### config.mk
export PLATFORM = sky130hd
export DESIGN_NAME = ttmc_tracker
export DESIGN_NICKNAME = d
export VERILOG_FILES = /design/src/rtl/ttmc_pkg.sv /design/src/rtl/ttmc_mode_ctrl.sv /design/src/rtl/ttmc_cycle_ctr.sv /design/src/rtl/ttmc_window_ctr.sv /design/src/rtl/ttmc_time_ctr.sv /design/src/rtl/ttmc_tracker.sv
export SDC_FILE = /design/constraint.sdc
export NUM_CORES = 1
export LEC_CHECK = 0
export BUFFER_PORTS_ARGS = -buffer_cell sky130_fd_sc_hd__buf_4
export CAP_MARGIN = 20
export CORE_ASPECT_RATIO = 0.6
export CORE_MARGIN = 2
export CORE_UTILIZATION = 45
export DETAILED_ROUTE_END_ITERATION = 8
export GPL_ROUTABILITY_DRIVEN = 0
export MAX_ROUTING_LAYER = met4
export PLACE_DENSITY_LB_ADDON = 0.25
export SYNTH_ARGS = -nofsm -noshare
export SYNTH_HDL_FRONTEND = slang
export SYNTH_HIERARCHICAL = 1
export SYNTH_SLANG_ARGS = --single-unit
### constraint.sdc
create_clock -name clk -period 1.45 [get_ports clk]
set_input_delay 0.29 -clock clk [delete_from_list [all_inputs] [get_ports clk]]
set_output_delay 0.29 -clock clk [all_outputs]
set_load 0.03 [all_outputs]
### src/rtl/ttmc_pkg.sv
package ttmc_pkg;

  // Decoded, prioritised events shared by the counters
  typedef struct packed {
    logic restart;     // leave configuration mode
    logic ref_accept;  // correctly transferred reference message, while running
    logic first_ref;   // the accepted reference is the first since restart
    logic mark_ok;     // time mark that may open a window
    logic tick_ok;     // tick that may advance the cycle time
  } ttmc_ev_t;

endpackage

### src/rtl/ttmc_mode_ctrl.sv
module ttmc_mode_ctrl
  import ttmc_pkg::*;
(
  input  logic     clk,
  input  logic     rst_n,
  input  logic     cfg_exit,
  input  logic     cfg_enter,
  input  logic     ref_ok,
  input  logic     ref_err,
  input  logic     time_mark,
  input  logic     time_tick,
  output ttmc_ev_t ev,
  output logic     running,
  output logic     valid
);

  logic running_q, running_d;
  logic first_q,   first_d;
  logic valid_q,   valid_d;
  logic active;

  // Next state
  always_comb begin
    running_d = running_q;
    first_d   = first_q;
    valid_d   = valid_q;
    if (cfg_enter) begin
      running_d = 1'b0;
      valid_d   = 1'b0;
    end else if (cfg_exit) begin
      running_d = 1'b1;
      first_d   = 1'b1;
      valid_d   = 1'b0;
    end else if (running_q) begin
      if (ref_ok) begin
        first_d = 1'b0;
        valid_d = 1'b1;
      end else if (ref_err) begin
        valid_d = 1'b0;
      end
    end
  end

  // Registers
  always_ff @(posedge clk or negedge rst_n) begin
    if (!rst_n) begin
      running_q <= 1'b0;
      first_q   <= 1'b0;
      valid_q   <= 1'b0;
    end else begin
      running_q <= running_d;
      first_q   <= first_d;
      valid_q   <= valid_d;
    end
  end

  // Event decode
  assign active        = running_q & ~cfg_enter & ~cfg_exit;
  assign ev.restart    = cfg_exit & ~cfg_enter;
  assign ev.ref_accept = active & ref_ok;
  assign ev.first_ref  = first_q;
  assign ev.mark_ok    = active & valid_q & ~ref_ok & time_mark;
  assign ev.tick_ok    = active & valid_q & ~ref_ok & time_tick;

  assign running = running_q;
  assign valid   = valid_q;


  enter_clears_chk: assert property (@(posedge clk) disable iff (!rst_n)
    cfg_enter |=> (!valid_q && !running_q));


  ref_err_clears_chk: assert property (@(posedge clk) disable iff (!rst_n)
    (running_q && ref_err && !ref_ok && !cfg_enter && !cfg_exit) |=> !valid_q);


  ref_sets_valid_chk: assert property (@(posedge clk) disable iff (!rst_n)
    ev.ref_accept |=> valid_q);


  idle_not_valid_chk: assert property (@(posedge clk) disable iff (!rst_n)
    !running_q |-> !valid_q);

endmodule

### src/rtl/ttmc_cycle_ctr.sv
module ttmc_cycle_ctr
  import ttmc_pkg::*;
#(
  parameter int CNT_W = 6
) (
  input  logic             clk,
  input  logic             rst_n,
  input  ttmc_ev_t         ev,
  input  logic [CNT_W-1:0] max_cycle,
  output logic [CNT_W-1:0] count
);

  logic [CNT_W-1:0] cnt_q, cnt_d;
  logic             cnt_en;

  assign cnt_en = ev.restart | (ev.ref_accept & ~ev.first_ref);

  always_comb begin
    cnt_d = cnt_q;
    if (ev.restart)               cnt_d = '0;
    else if (cnt_q >= max_cycle)  cnt_d = '0;
    else                          cnt_d = cnt_q + 1'b1;
  end

  always_ff @(posedge clk or negedge rst_n) begin
    if (!rst_n)      cnt_q <= '0;
    else if (cnt_en) cnt_q <= cnt_d;
  end

  assign count = cnt_q;


  cycle_step_chk: assert property (@(posedge clk) disable iff (!rst_n)
    (ev.ref_accept && !ev.first_ref && !ev.restart)
      |=> ((cnt_q == '0) || (cnt_q == $past(cnt_q) + 1'b1)));


  first_ref_hold_chk: assert property (@(posedge clk) disable iff (!rst_n)
    (ev.ref_accept && ev.first_ref) |=> $stable(cnt_q));

endmodule

### src/rtl/ttmc_window_ctr.sv
module ttmc_window_ctr
  import ttmc_pkg::*;
#(
  parameter int WIN_W = 5
) (
  input  logic             clk,
  input  logic             rst_n,
  input  ttmc_ev_t         ev,
  input  logic [WIN_W-1:0] max_window,
  output logic [WIN_W-1:0] index
);

  logic [WIN_W-1:0] win_q, win_d;
  logic             at_limit;
  logic             win_en;

  assign at_limit = (win_q >= max_window);
  assign win_en   = ev.restart | ev.ref_accept | (ev.mark_ok & ~at_limit);

  always_comb begin
    win_d = win_q + 1'b1;
    if (ev.restart || ev.ref_accept) win_d = '0;
  end

  always_ff @(posedge clk or negedge rst_n) begin
    if (!rst_n)      win_q <= '0;
    else if (win_en) win_q <= win_d;
  end

  assign index = win_q;


  window_sat_chk: assert property (@(posedge clk) disable iff (!rst_n)
    (ev.mark_ok && at_limit && !ev.restart && !ev.ref_accept) |=> $stable(win_q));


  window_ref_zero_chk: assert property (@(posedge clk) disable iff (!rst_n)
    ev.ref_accept |=> (win_q == '0));

endmodule

### src/rtl/ttmc_time_ctr.sv
module ttmc_time_ctr
  import ttmc_pkg::*;
#(
  parameter int TIME_W = 16
) (
  input  logic              clk,
  input  logic              rst_n,
  input  ttmc_ev_t          ev,
  output logic [TIME_W-1:0] ctime
);

  logic [TIME_W-1:0] time_q, time_d;
  logic              time_en;

  assign time_en = ev.restart | ev.ref_accept | ev.tick_ok;

  always_comb begin
    time_d = time_q + 1'b1;
    if (ev.restart || ev.ref_accept) time_d = '0;
  end

  always_ff @(posedge clk or negedge rst_n) begin
    if (!rst_n)       time_q <= '0;
    else if (time_en) time_q <= time_d;
  end

  assign ctime = time_q;


  time_ref_zero_chk: assert property (@(posedge clk) disable iff (!rst_n)
    ev.ref_accept |=> (time_q == '0));


  time_hold_chk: assert property (@(posedge clk) disable iff (!rst_n)
    (!ev.tick_ok && !ev.restart && !ev.ref_accept) |=> $stable(time_q));

endmodule

### src/rtl/ttmc_tracker.sv
module ttmc_tracker
  import ttmc_pkg::*;
#(
  parameter int CNT_W       = 6,
  parameter int WIN_W       = 5,
  parameter int TIME_W      = 16,
  parameter int SYNC_STAGES = 2
) (
  input  logic              clk,
  input  logic              rst_n,
  input  logic              cfg_exit,
  input  logic              cfg_enter,
  input  logic              ref_ok,
  input  logic              ref_err,
  input  logic              time_mark,
  input  logic              time_tick,
  input  logic [CNT_W-1:0]  max_cycle,
  input  logic [WIN_W-1:0]  max_window,
  output logic [CNT_W-1:0]  cycle_count,
  output logic [WIN_W-1:0]  window_idx,
  output logic [TIME_W-1:0] cycle_time,
  output logic              time_valid
);

  localparam int SYNC_LAST = SYNC_STAGES - 1;

  logic [SYNC_LAST:0] rst_pipe;
  logic               rst_sync_n;
  ttmc_ev_t           ev;
  logic               running;

  // Asynchronous assert, synchronous release
  always_ff @(posedge clk or negedge rst_n) begin
    if (!rst_n) rst_pipe <= '0;
    else        rst_pipe <= {rst_pipe[SYNC_LAST-1:0], 1'b1};
  end
  assign rst_sync_n = rst_pipe[SYNC_LAST];

  ttmc_mode_ctrl u_mode (
    .clk       (clk),
    .rst_n     (rst_sync_n),
    .cfg_exit  (cfg_exit),
    .cfg_enter (cfg_enter),
    .ref_ok    (ref_ok),
    .ref_err   (ref_err),
    .time_mark (time_mark),
    .time_tick (time_tick),
    .ev        (ev),
    .running   (running),
    .valid     (time_valid)
  );

  ttmc_cycle_ctr #(.CNT_W(CNT_W)) u_cycle (
    .clk       (clk),
    .rst_n     (rst_sync_n),
    .ev        (ev),
    .max_cycle (max_cycle),
    .count     (cycle_count)
  );

  ttmc_window_ctr #(.WIN_W(WIN_W)) u_window (
    .clk        (clk),
    .rst_n      (rst_sync_n),
    .ev         (ev),
    .max_window (max_window),
    .index      (window_idx)
  );

  ttmc_time_ctr #(.TIME_W(TIME_W)) u_time (
    .clk   (clk),
    .rst_n (rst_sync_n),
    .ev    (ev),
    .ctime (cycle_time)
  );


  exit_zero_chk: assert property (@(posedge clk) disable iff (!rst_sync_n)
    (cfg_exit && !cfg_enter)
      |=> (cycle_count == '0 && window_idx == '0 && cycle_time == '0 && !time_valid));


  idle_hold_chk: assert property (@(posedge clk) disable iff (!rst_sync_n)
    (!running && !cfg_exit) |=> ($stable(cycle_count) && $stable(window_idx) && $stable(cycle_time)));

endmodule

# [Yosys cells after proc, flatten, opt, wreduce, memory -nomap -nowiden]
# Index checks and enable logic that the tools add are counted.
[totals] in_bits=19 wordCells=53 out_inout_bits=28 regBits=32
[classes] n_mux=14 bitwise=19 magnitude_cmp=2 reduce_logical=8 addsub=3
[op_table] cell="16-bit by 1-bit adder with 16-bit output (second input constant)" n=1
[op_table] cell="16-bit two-way mux" n=1
[op_table] cell="6-bit two-way mux" n=2
[op_table] cell="1-bit AND" n=10
[op_table] cell="1-bit two-way mux" n=10
[op_table] cell="6-bit by 1-bit adder with 6-bit output (second input constant)" n=1
[op_table] cell="6-bit >= comparator" n=1
[op_table] cell="2-bit nonzero test" n=3
[op_table] cell="5-bit by 1-bit adder with 5-bit output (second input constant)" n=1
[op_table] cell="5-bit >= comparator" n=1
[op_table] cell="5-bit two-way mux" n=1
[op_table] cell="1-bit inverter" n=5
[op_table] cell="1-bit OR" n=4
[op_table] cell="4-bit nonzero test" n=1
[op_table] cell="3-bit AND reduction" n=1
[op_table] cell="3-bit nonzero test" n=1
[op_table] cell="2-bit AND reduction" n=1
[op_table] cell="1-bit logical OR" n=1

# [Longest topological paths before layout]
# Gate-level depths: netlist of run 1.
[depth] ltp_word=8 depth_mapped=8 ltp_nobuf=7

# [Modules after synthesis]
# The synthesis of run 1 kept the hierarchy.
[modules_own_cells] module="ttmc_time_ctr" seq_area_each_um2=400.4 area_each_um2=870.8 n_inst=1 cells_per_inst=83
[modules_own_cells] module="ttmc_cycle_ctr" seq_area_each_um2=150.1 area_each_um2=485.5 n_inst=1 cells_per_inst=52
[modules_own_cells] module="ttmc_window_ctr" seq_area_each_um2=125.1 area_each_um2=367.9 n_inst=1 cells_per_inst=39
[modules_own_cells] module="ttmc_mode_ctrl" seq_area_each_um2=75.1 area_each_um2=165.2 n_inst=1 cells_per_inst=17
[modules_own_cells] module="ttmc_tracker" seq_area_each_um2=50.0 area_each_um2=53.8 n_inst=1 cells_per_inst=3

# [Worst setup path before layout of run 1]
# No wires, ideal clock.
[synth_path] kind="reg-to-reg" start="reg u_window.win_q[0] (netlist: u_window/index[0])" end="reg u_window.win_q[3] (netlist: u_window/index[3])" n_path_buf=0 path_slack_ps=-474 t_required_ps=1373 path_stages_with_launch=8 arrival_ps=1847 period_less_slack_ps=1924 cell_sequence="dfrtp_1 > inv_1 > ha_1 > nand2b_1 > a31oi_2 > o21ai_2 > or3_1 > a21oi_1"
[synth_between] elab_chain_cells=4 elab_cells_between_ends=6
[synth_rtl] element="from (decl)" line="ttmc_window_ctr.sv:13" text="logic [WIN_W-1:0] win_q, win_d;"
[synth_rtl] element="from (signal assigned)" line="ttmc_window_ctr.sv:27" text="else if (win_en) win_q <= win_d;"
[synth_rtl] element="5-bit >= comparator" line="ttmc_window_ctr.sv:17" text="assign at_limit = (win_q >= max_window);"
[synth_rtl] element="1-bit inverter" line="ttmc_window_ctr.sv:18" text="assign win_en = ev.restart | ev.ref_accept | (ev.mark_ok & ~at_limit);"
[synth_rtl] element="1-bit AND" line="ttmc_window_ctr.sv:18"
[synth_rtl] element="1-bit OR" line="ttmc_window_ctr.sv:18"
# Several ways; a longest one is shown, not always the timed one.
# A chain may end at the register's enable or synchronous reset.

# [Worst setup path in the final report of run 1]
[layout_path] start="reg u_window.win_q[2] (netlist: u_window/index[2])" end="reg u_window.win_q[4] (netlist: u_window/index[4])"
# The elaborated chain is that of the path after synthesis.

==> flow_summary.yaml, run 1 <==
routing:
  wl_per_cell_um: 14.10
  drtIter0Drc: 84
  post-route-drc-count: 0
  routed_wl_um: 4894
  viasPerCell: 4.934
  drtAntennaViolNets: 0
  via_count: 1712
  dr.pass1.iters: 4
critical_path:
  cpMaxStageDelayCell: "dfrtp_2"
  reg2reg_depth: 6
  worstPathCellList: "ha_4 -> a21o_1 -> a31oi_4 -> o21ai_4 -> or3_1 -> a21oi_2"
  crit-reg2reg-launch: "u_window/index[2]$_DFFE_PN0P_"
  crit_path_end_kind: "flip-flop"
  path_depth: 6
  slowest_delay_ps: 430
  crit_path_start: "u_window/index[2]$_DFFE_PN0P_"
  crit_arrival_ps: 1870
  crit_required_ps: 1660
  critPathTopFamily: "compound AO/OA/AOI/OAI gates"
  rr_endpoint: "u_window/index[4]$_DFFE_PN0P_"
  cp_max_fo: 4
  cp-endpoint: "u_window/index[4]$_DFFE_PN0P_"
  r2r_setup_slack_ps: -200
  worstSetupStartpointType: "flip-flop"
  crit_type: "reg -> reg"
  crit_buf_inv: 0
synth:
  ys_types: 47
  synthSimpleGateAreaFrac_pct: 25.37
  yosys_warnings: 6
  synth_top_area_cell: "dfrtp_1"
  ys.flop_type: "dfrtp_1"
  synthTopCellsByArea: "dfrtp_1 (41%), ha_1 (9.0%), xnor2_1 (4.1%)"
  async_flop_share_pct: 100.0
  syn-instance-count: 194
  synth_edf_count: 0
  synthesis.nets: 227
  synthAdderAreaFrac_pct: 9.015
  syn_avg_cell_area_um2: 10.02
  synthMuxAreaShare_pct: 1.030
  ys_ff_latch: 32
  synth_compound_area_share_pct: 12.81
  ys_seq_area_share_pct: 41.21
  synth_xor_area_share_pct: 5.860
  synth_area_um2: 1943
  yosys.area.top_type_share_pct: 41.21
  synth_top_family_by_area: "simple AND/OR/NAND/NOR gates"
floorplanning:
  dieArea_um2: 4877
  die_w_um: 88.84
  ios: 47
  rows: 18
  start_util_pct: 47.15
  die_y_um: 54.90
  core_area_um2: 4121
timing:
  maxSlewViolCount: 0
  final_min_period_over_clock_period_pct: 114.0
  setup_viol: 21
  timing.fmax_ghz: 0.6050
  rsz0062_at_grt: "true"
  hold_viol: 0
  fin_crit_ps: 1653
  finalSetupTns_ps: -2455
  setup_ws_ps: -202.8
  finClkSkew_ps: 12.20
  whs_ps: 260.1
clock_network:
  root_buffer: "clkbuf_8"
  cts.htree.levels: 2
  tritoncts: "done"
  path_clk_slew_ps: 70
  insertion_delay_ps: 280
  cts-buffers-inserted: 5
  cts_buffer_depth: 2
  cts.sinks: 32
power:
  sw_frac_of_total_pct: 25.43
  clkPwrFrac_pct: 35.6
  internal-power_w: 0.001378
  leakage_nw: 1.536
  power_w: 0.001847
  power_density_nw_per_um2: 598.5
  pwr-share-comb_pct: 14.7
  ir_drop_mv: 0.3313
  power.share.sequential_pct: 49.7
  power_switching_w: 0.0004698
cells_and_area:
  final_common_cell: "buf_4"
  insertedDiodeCount: 0
  final_util_pct: 74.89
  layoutNonFillerInstCount: 347
  final_cell_mix: "buf_4 (86), dfrtp_1 (22), nor2_1 (19)"
  fin_nets: 319
  nFillCells: 276
  drive_gt1_share_pct: 56.79
  syn2layout_area_growth_pct: 58.85
grt:
  busiest_layer: "met2"
  grt_pass1_vias: 1665
  met2_usage_pct: 33.46
  met1_usage_pct: 30.01
  grt_max_degree: 31
  overflow: 0
  met3_usage_pct: 3.709
  antenna_found_initial: 0
  grt_pass1_wl_um: 7721
  grt_use_total_pct: 21.75
placed_design:
  io_buffer_count: 46
  placed_cells: 333
  dp_hpwl_um: 3501
run:
  maxCapViolations: 0
status:
  status: "complete, but fails checks"
  violations: "negative setup slack"
hold_path:
  min_path_type: "reg -> async"
-- synthesized netlist by cell type (all sizes together), types with 3 or more instances --
| cell type | instances |
|---|---|
| a21o | 5 |
| dfrtp | 32 |
| xor2 | 4 |
| inv | 13 |
| or2 | 3 |
| nor2b | 3 |
| nand2 | 13 |
| xnor2 | 9 |
| nor4 | 4 |
| nand3 | 7 |
| nor2 | 21 |
| ha | 14 |
| a21oi | 10 |
| buf | 4 |
| a211oi | 3 |
| nand2b | 4 |
| o21ai | 8 |
| or3 | 6 |
| nand4 | 8 |
| nor3 | 5 |
-- kinds of logic after synthesis --
group	count (synthesis)
AO/OA/AOI/OAI	35
XOR/XNOR	13
adder cells (fa/ha/maj)	14
buffers and inverters	19
flip-flops	32
multiplexers	2
other	1
AND/OR/NAND/NOR	78
-- state kept, by name (all words and copies together), names as in the netlist --
| register | cells |
|---|---|
| u_mode/first_q | 1 |
| u_window/index | 5 |
| u_mode/running | 1 |
| u_mode/valid | 1 |
| u_cycle/count | 6 |
| rst_pipe | 2 |
| u_time/ctime | 16 |
-- how the worst min path moves through the flow --
stage / to / slack [ps] / cells after the start
2_1_floorplan: rst_pipe[0]$_DFF_PN0_ / -6 / 0
5_1_grt: u_mode/valid$_DFFE_PN0P_ / 300 / 3
3_5_place_dp: rst_pipe[1]$_DFF_PN0_ / 70 / 1
6_report: u_cycle/count[4]$_DFFE_PN0P_ / 260 / 1
4_1_cts: u_time/ctime[15]$_DFFE_PN0P_ / 280 / 1
3_3_place_gp: rst_pipe[1]$_DFF_PN0_ / 70 / 1
-- power groups by stage --
stage               Combinational (W)  Sequential (W)  Clock [W]
finish                       0.000272        0.000918   0.000657
global route                 0.000302        0.000918   0.000710
CTS                          0.000268        0.000917   0.000668
detailed placement           0.000252        0.000933          0
global placement             0.000246        0.000933          0
floorplan                    0.000117        0.000961          0
-- routing by layer --
metal | up-vias | routed length, µm
met3 | 5 | 163
met2 | 44 | 2265
met1 | 799 | 2425
met5 | - | 0
li1 | 864 | -
met4 | 0 | 40
-- layout make-up --
type	instances	area, µm²	area share (%)
clock buffers	7	76.32	2.473
clock inverters	1	5.005	0.1621
well taps	60	75.07	2.432
flip-flops and latches	32	813.3	26.35
multi-input cells	143	1368	44.30
inverters	13	48.80	1.581
repair buffers	91	700.7	22.70
-- worst register-to-register path: cells and delay by family (launching register included) --
kind                     cells  cell delay, ps
AO/OA/AOI/OAI                4             570
adder cells (fa/ha/maj)      1             220
AND/OR/NAND/NOR              1             360
flip-flops                   1             430
-- metrics by stage --
stage               worst slack, ps  instance area [µm²]
floorplan                    -254.3                 2127
global placement             -274.0                 2794
detailed placement           -321.9                 2794
CTS                          -205.4                 3000
global route                 -257.4                 3087
finish                       -202.8                 3087
-- repair_timing --
item                                   in CTS  in global routing
hold buffers                                1                  0
buffers inserted                            1                  4
pin swaps                                  19                 13
endpoints found under the hold margin       2                  0
setup endpoints to repair                  22                 27
gates resized for setup                    24                 14
Note: power is estimated with default switching activity, not from simulation.
==> run 2, diff against run 1 <==
--- a/config.mk
+++ b/config.mk
@@ -14,6 +14,7 @@
 export GPL_ROUTABILITY_DRIVEN = 0
 export MAX_ROUTING_LAYER = met4
 export PLACE_DENSITY_LB_ADDON = 0.25
+export SKIP_CTS_REPAIR_TIMING = 1
 export SYNTH_ARGS = -nofsm -noshare
 export SYNTH_HDL_FRONTEND = slang
 export SYNTH_HIERARCHICAL = 1
==> run 2 against run 1 <==
Net effect: the run still ends with negative setup slack left; register-to-register slack about the same; utilization down 0.18 points; routed wire length up 0.51%.
==> flow_summary.yaml, run 2 (synthesized netlist as in run 1, its figures left out) <==
status:
  status: "complete, but fails checks"
  violations: "negative setup slack"
hold_path:
  min_path_type: "reg -> async"
cells_and_area:
  fin_nets: 320
  final_cell_mix: "buf_4 (87), dfrtp_1 (23), nor2_1 (19)"
  syn2layout_area_growth_pct: 58.47
  largest_reg_flops: 16
  drive_gt1_share_pct: 56.25
  final_common_cell: "buf_4"
  nFillCells: 282
  insertedDiodeCount: 0
  regArea_um2: 812.0
  layoutNonFillerInstCount: 348
  final_util_pct: 74.71
  multi_input_area_um2: 1354
timing:
  finClkSkew_ps: 7.281
  final_min_period_over_clock_period_pct: 114.0
  setup_viol: 20
  timing.slew.headroom_pct: 62.09
  whs_ps: 258.4
  worst_pin_slew_ps: 567.5
  hold_viol: 0
  setup_ws_ps: -203.6
  fin_crit_ps: 1654
  rsz0062_at_grt: "true"
  timing.fmax_ghz: 0.6047
  maxSlewViolCount: 0
clock_network:
  path_clk_slew_ps: 70
  root_buffer: "clkbuf_8"
  tritoncts: "done"
  cts.htree.levels: 2
  cts_buffer_depth: 2
  cts.sinks: 32
  cts-buffers-inserted: 5
  insertion_delay_ps: 280
floorplanning:
  die_y_um: 54.90
  ios: 47
  dieArea_um2: 4877
  die_w_um: 88.84
  rows: 18
  core_area_um2: 4121
  start_util_pct: 47.15
critical_path:
  crit_path_start: "u_window/index[2]$_DFFE_PN0P_"
  cp_max_fo: 4
  crit-reg2reg-launch: "u_window/index[2]$_DFFE_PN0P_"
  worstSetupStartpointType: "flip-flop"
  slowest_delay_ps: 430
  crit_arrival_ps: 1860
  worstPathCellList: "ha_4 -> a21o_1 -> a31oi_4 -> o21ai_4 -> or3_1 -> a21oi_2"
  crit_buf_inv: 0
  critPathTopFamily: "compound AO/OA/AOI/OAI gates"
  cpMaxStageDelayCell: "dfrtp_2"
  crit_path_end_kind: "flip-flop"
  crit_required_ps: 1660
  crit_type: "reg -> reg"
routing:
  wl_per_cell_um: 14.14
  via_count: 1753
  routed_wl_um: 4919
  dr.pass1.iters: 4
  post-route-drc-count: 0
  viasPerCell: 5.037
  drtAntennaViolNets: 0
  drtIter0Drc: 66
grt:
  grt_max_degree: 31
  grt_use_total_pct: 20.11
  antenna_found_initial: 0
  grt_pass1_wl_um: 7176
  grt_pass1_vias: 1570
  overflow: 0
placed_design:
  pre_cts_ws_ps: -321.9
  placed_cells: 333
  io_buffer_count: 46
  dp_hpwl_um: 3501
power:
  power_density_nw_per_um2: 603.6
  power_w: 0.001859
  ir_drop_mv: 0.3344
  leakage_nw: 1.534
run:
  maxCapViolations: 0
-- run 2: final cells by class --
type / instances / area share, %
Tap cell: 60 / 2.438
Sequential cell: 32 / 26.37
Timing Repair Buffer: 92 / 23.00
Clock buffer: 7 / 2.479
Inverter: 13 / 1.585
Multi-Input combinational cell: 143 / 43.97
Clock inverter: 1 / 0.1625
-- run 2: through the flow --
stage | TNS, ps | area, µm²
global route | -3924 | 3079
floorplan | -3728 | 2127
global placement | -3718 | 2794
detailed placement | -4989 | 2794
CTS | -3188 | 2875
finish | -2155 | 3079
-- run 2: power breakdown --
group,internal (W),switching [W],total (W),leakage [nW]
clock,0.000337,0.000320,0.000657,0.0422
sequential,0.000907,0.00000984,0.000917,0.419
combinational,0.000142,0.000143,0.000285,1.07
total,0.00139,0.000473,0.00186,1.53
-- run 2: final timing paths --
kind	end	slack, ps	depth (start not counted)
max in group asynchronous	u_cycle/count[2]$_DFFE_PN0P_	890	1
worst max-delay path	u_window/index[4]$_DFFE_PN0P_	-200	6
min in group clk	u_mode/valid$_DFFE_PN0P_	300	3
worst min register to register	u_time/ctime[15]$_DFFE_PN0P_	260	1
worst max register to register	u_window/index[4]$_DFFE_PN0P_	-200	6
worst min-delay path	u_time/ctime[15]$_DFFE_PN0P_	260	1
-- run 2: routing by layer --
metal  share of wire [%]  vias up  wire length, µm  global-route usage, %
met4                0.63        0               31                  5.556
met1                  50      838             2462                  28.74
li1                    -      867                -                      -
met2                  46       43             2264                  29.35
met5                   0        -                0                      -
met3                 3.3        5              162                  3.858
==> run 3, diff against run 2 <==
--- a/config.mk
+++ b/config.mk
@@ -10,6 +10,7 @@
 export CORE_ASPECT_RATIO = 0.6
 export CORE_MARGIN = 2
 export CORE_UTILIZATION = 45
+export CTS_BUF_LIST = sky130_fd_sc_hd__clkbuf_4
 export DETAILED_ROUTE_END_ITERATION = 8
 export GPL_ROUTABILITY_DRIVEN = 0
 export MAX_ROUTING_LAYER = met4
==> run 3 against run 2 <==
Net effect: the flow still finishes with violations (negative setup slack); utilization grew 0.12 points; sequential power is essentially flat; routed wire length up 2.0%; first-iteration DRC count up 29%; largest power group unchanged; power decreased by 6.5%; worst hold slack lost 19 ps; flip-flop and latch count is the same; cell count grew 0.57%; cell area rose by 0.16%.
==> flow_summary.yaml, run 3 (synthesized netlist as in run 1, its figures left out) <==
clock_network:
  insertion_delay_ps: 330
  cts_buffer_depth: 2
  root_buffer: "clkbuf_4"
  tritoncts: "done"
  cts-buffers-inserted: 5
  cts.sinks: 32
  cts.htree.levels: 2
  path_clk_slew_ps: 110
power:
  ir_drop_mv: 0.2770
  power_w: 0.001737
  leakage_nw: 1.541
  power_density_nw_per_um2: 563.2
routing:
  drtIter0Drc: 85
  wl_met3_um: 171
  via_count: 1757
  dr.pass1.iters: 4
  top_layer: "met4"
  post-route-drc-count: 0
  drtAntennaViolNets: 0
  wl_per_cell_um: 14.33
  viasPerCell: 5.020
  routed_wl_um: 5015
  wl_met1_um: 2496
  dr_wl_met2_um: 2307
placed_design:
  pre_cts_ws_ps: -321.9
  dp_hpwl_um: 3501
  io_buffer_count: 46
grt:
  overflow: 0
  grt_max_degree: 31
  antenna_found_initial: 0
  grt_pass1_wl_um: 7134
  grt_use_total_pct: 20.07
  grt_pass1_vias: 1526
critical_path:
  crit_required_ps: 1710
  slowest_delay_ps: 440
  crit_buf_inv: 0
  crit_arrival_ps: 1930
  crit_path_end_kind: "flip-flop"
  worstSetupStartpointType: "flip-flop"
  worstPathCellList: "ha_4 -> a21o_1 -> a31oi_4 -> o21ai_4 -> or3_1 -> a21oi_2"
  cpMaxStageDelayCell: "dfrtp_2"
  crit_type: "reg -> reg"
  critPathTopFamily: "compound AO/OA/AOI/OAI gates"
  cp_max_fo: 4
cells_and_area:
  drive_gt1_share_pct: 56.90
  final_cell_mix: "buf_4 (87), dfrtp_1 (23), nor2_1 (19)"
  syn2layout_area_growth_pct: 58.73
  nFillCells: 281
  largest_reg_flops: 16
  insertedDiodeCount: 0
  final_common_cell: "buf_4"
  fin_nets: 322
  final_util_pct: 74.83
timing:
  final_min_period_over_clock_period_pct: 114.7
  finClkSkew_ps: 14.12
  rsz0062_at_grt: "true"
  setup_ws_ps: -213.8
  fin_crit_ps: 1664
  whs_ps: 239.6
  timing.fmax_ghz: 0.6010
  hold_viol: 0
  maxSlewViolCount: 0
  timing.slew.headroom_pct: 64.79
  setup_viol: 22
  worst_pin_slew_ps: 527.0
status:
  violations: "negative setup slack"
  status: "complete, but fails checks"
floorplanning:
  start_util_pct: 47.15
  core_area_um2: 4121
  dieArea_um2: 4877
  ios: 47
  rows: 18
  die_y_um: 54.90
  die_w_um: 88.84
hold_path:
  min_path_type: "in -> reg"
run:
  maxCapViolations: 0
==> run 3: worst register-to-register path: cells and delay by family (launching register included) <==
kind,cells,cell delay [ps]
flip-flops,1,440
AO/OA/AOI/OAI,4,570
adder cells (fa/ha/maj),1,220
AND/OR/NAND/NOR,1,360
==> run 3: worst paths after layout <==
check,start,endpoint,slack [ps],depth (start not counted)
max,u_window/index[2]$_DFFE_PN0P_,u_window/index[4]$_DFFE_PN0P_,-210,6
min,ref_err,u_mode/valid$_DFFE_PN0P_,240,3
max reg2reg,u_window/index[2]$_DFFE_PN0P_,u_window/index[4]$_DFFE_PN0P_,-210,6
min reg2reg,rst_pipe[1]$_DFF_PN0_,u_mode/first_q$_DFFE_PN0P_,260,1
max in group asynchronous,rst_pipe[1]$_DFF_PN0_,u_cycle/count[2]$_DFFE_PN0P_,880,1
min in group asynchronous,rst_pipe[1]$_DFF_PN0_,u_mode/first_q$_DFFE_PN0P_,260,1
==> run 3: through the flow <==
step,instance area [µm²],instances,TNS [ps]
after floorplan,2127,194,-3728
after global placement,2794,333,-3718
after detailed placement,2794,333,-4989
after CTS,2851,341,-3339
after global routing,3084,350,-4560
final,3084,350,-2672
==> run 3: layout make-up <==
class,count,area [µm²],area share [%]
well taps,60,75.07,2.434
clock buffers,7,52.55,1.704
flip-flops and latches,32,812.0,26.33
clock inverters,1,5.005,0.1623
repair buffers,94,730.7,23.69
inverters,13,48.80,1.582
multi-input cells,143,1360,44.10
==> run 3: layer usage <==
metal	vias up	global-route usage (%)
met2	33	28.11
met1	842	29.02
met3	4	3.858
met4	0	7.071
met5	-	-
li1	878	-
==> run 3: power breakdown <==
part / switching [W] / leakage [nW] / internal (W)
Clock: 0.000295 / 0.0361 / 0.000226
Combinational: 0.000148 / 1.09 / 0.000151
Sequential: 0.00000996 / 0.419 / 0.000906
Total: 0.000453 / 1.54 / 0.00128
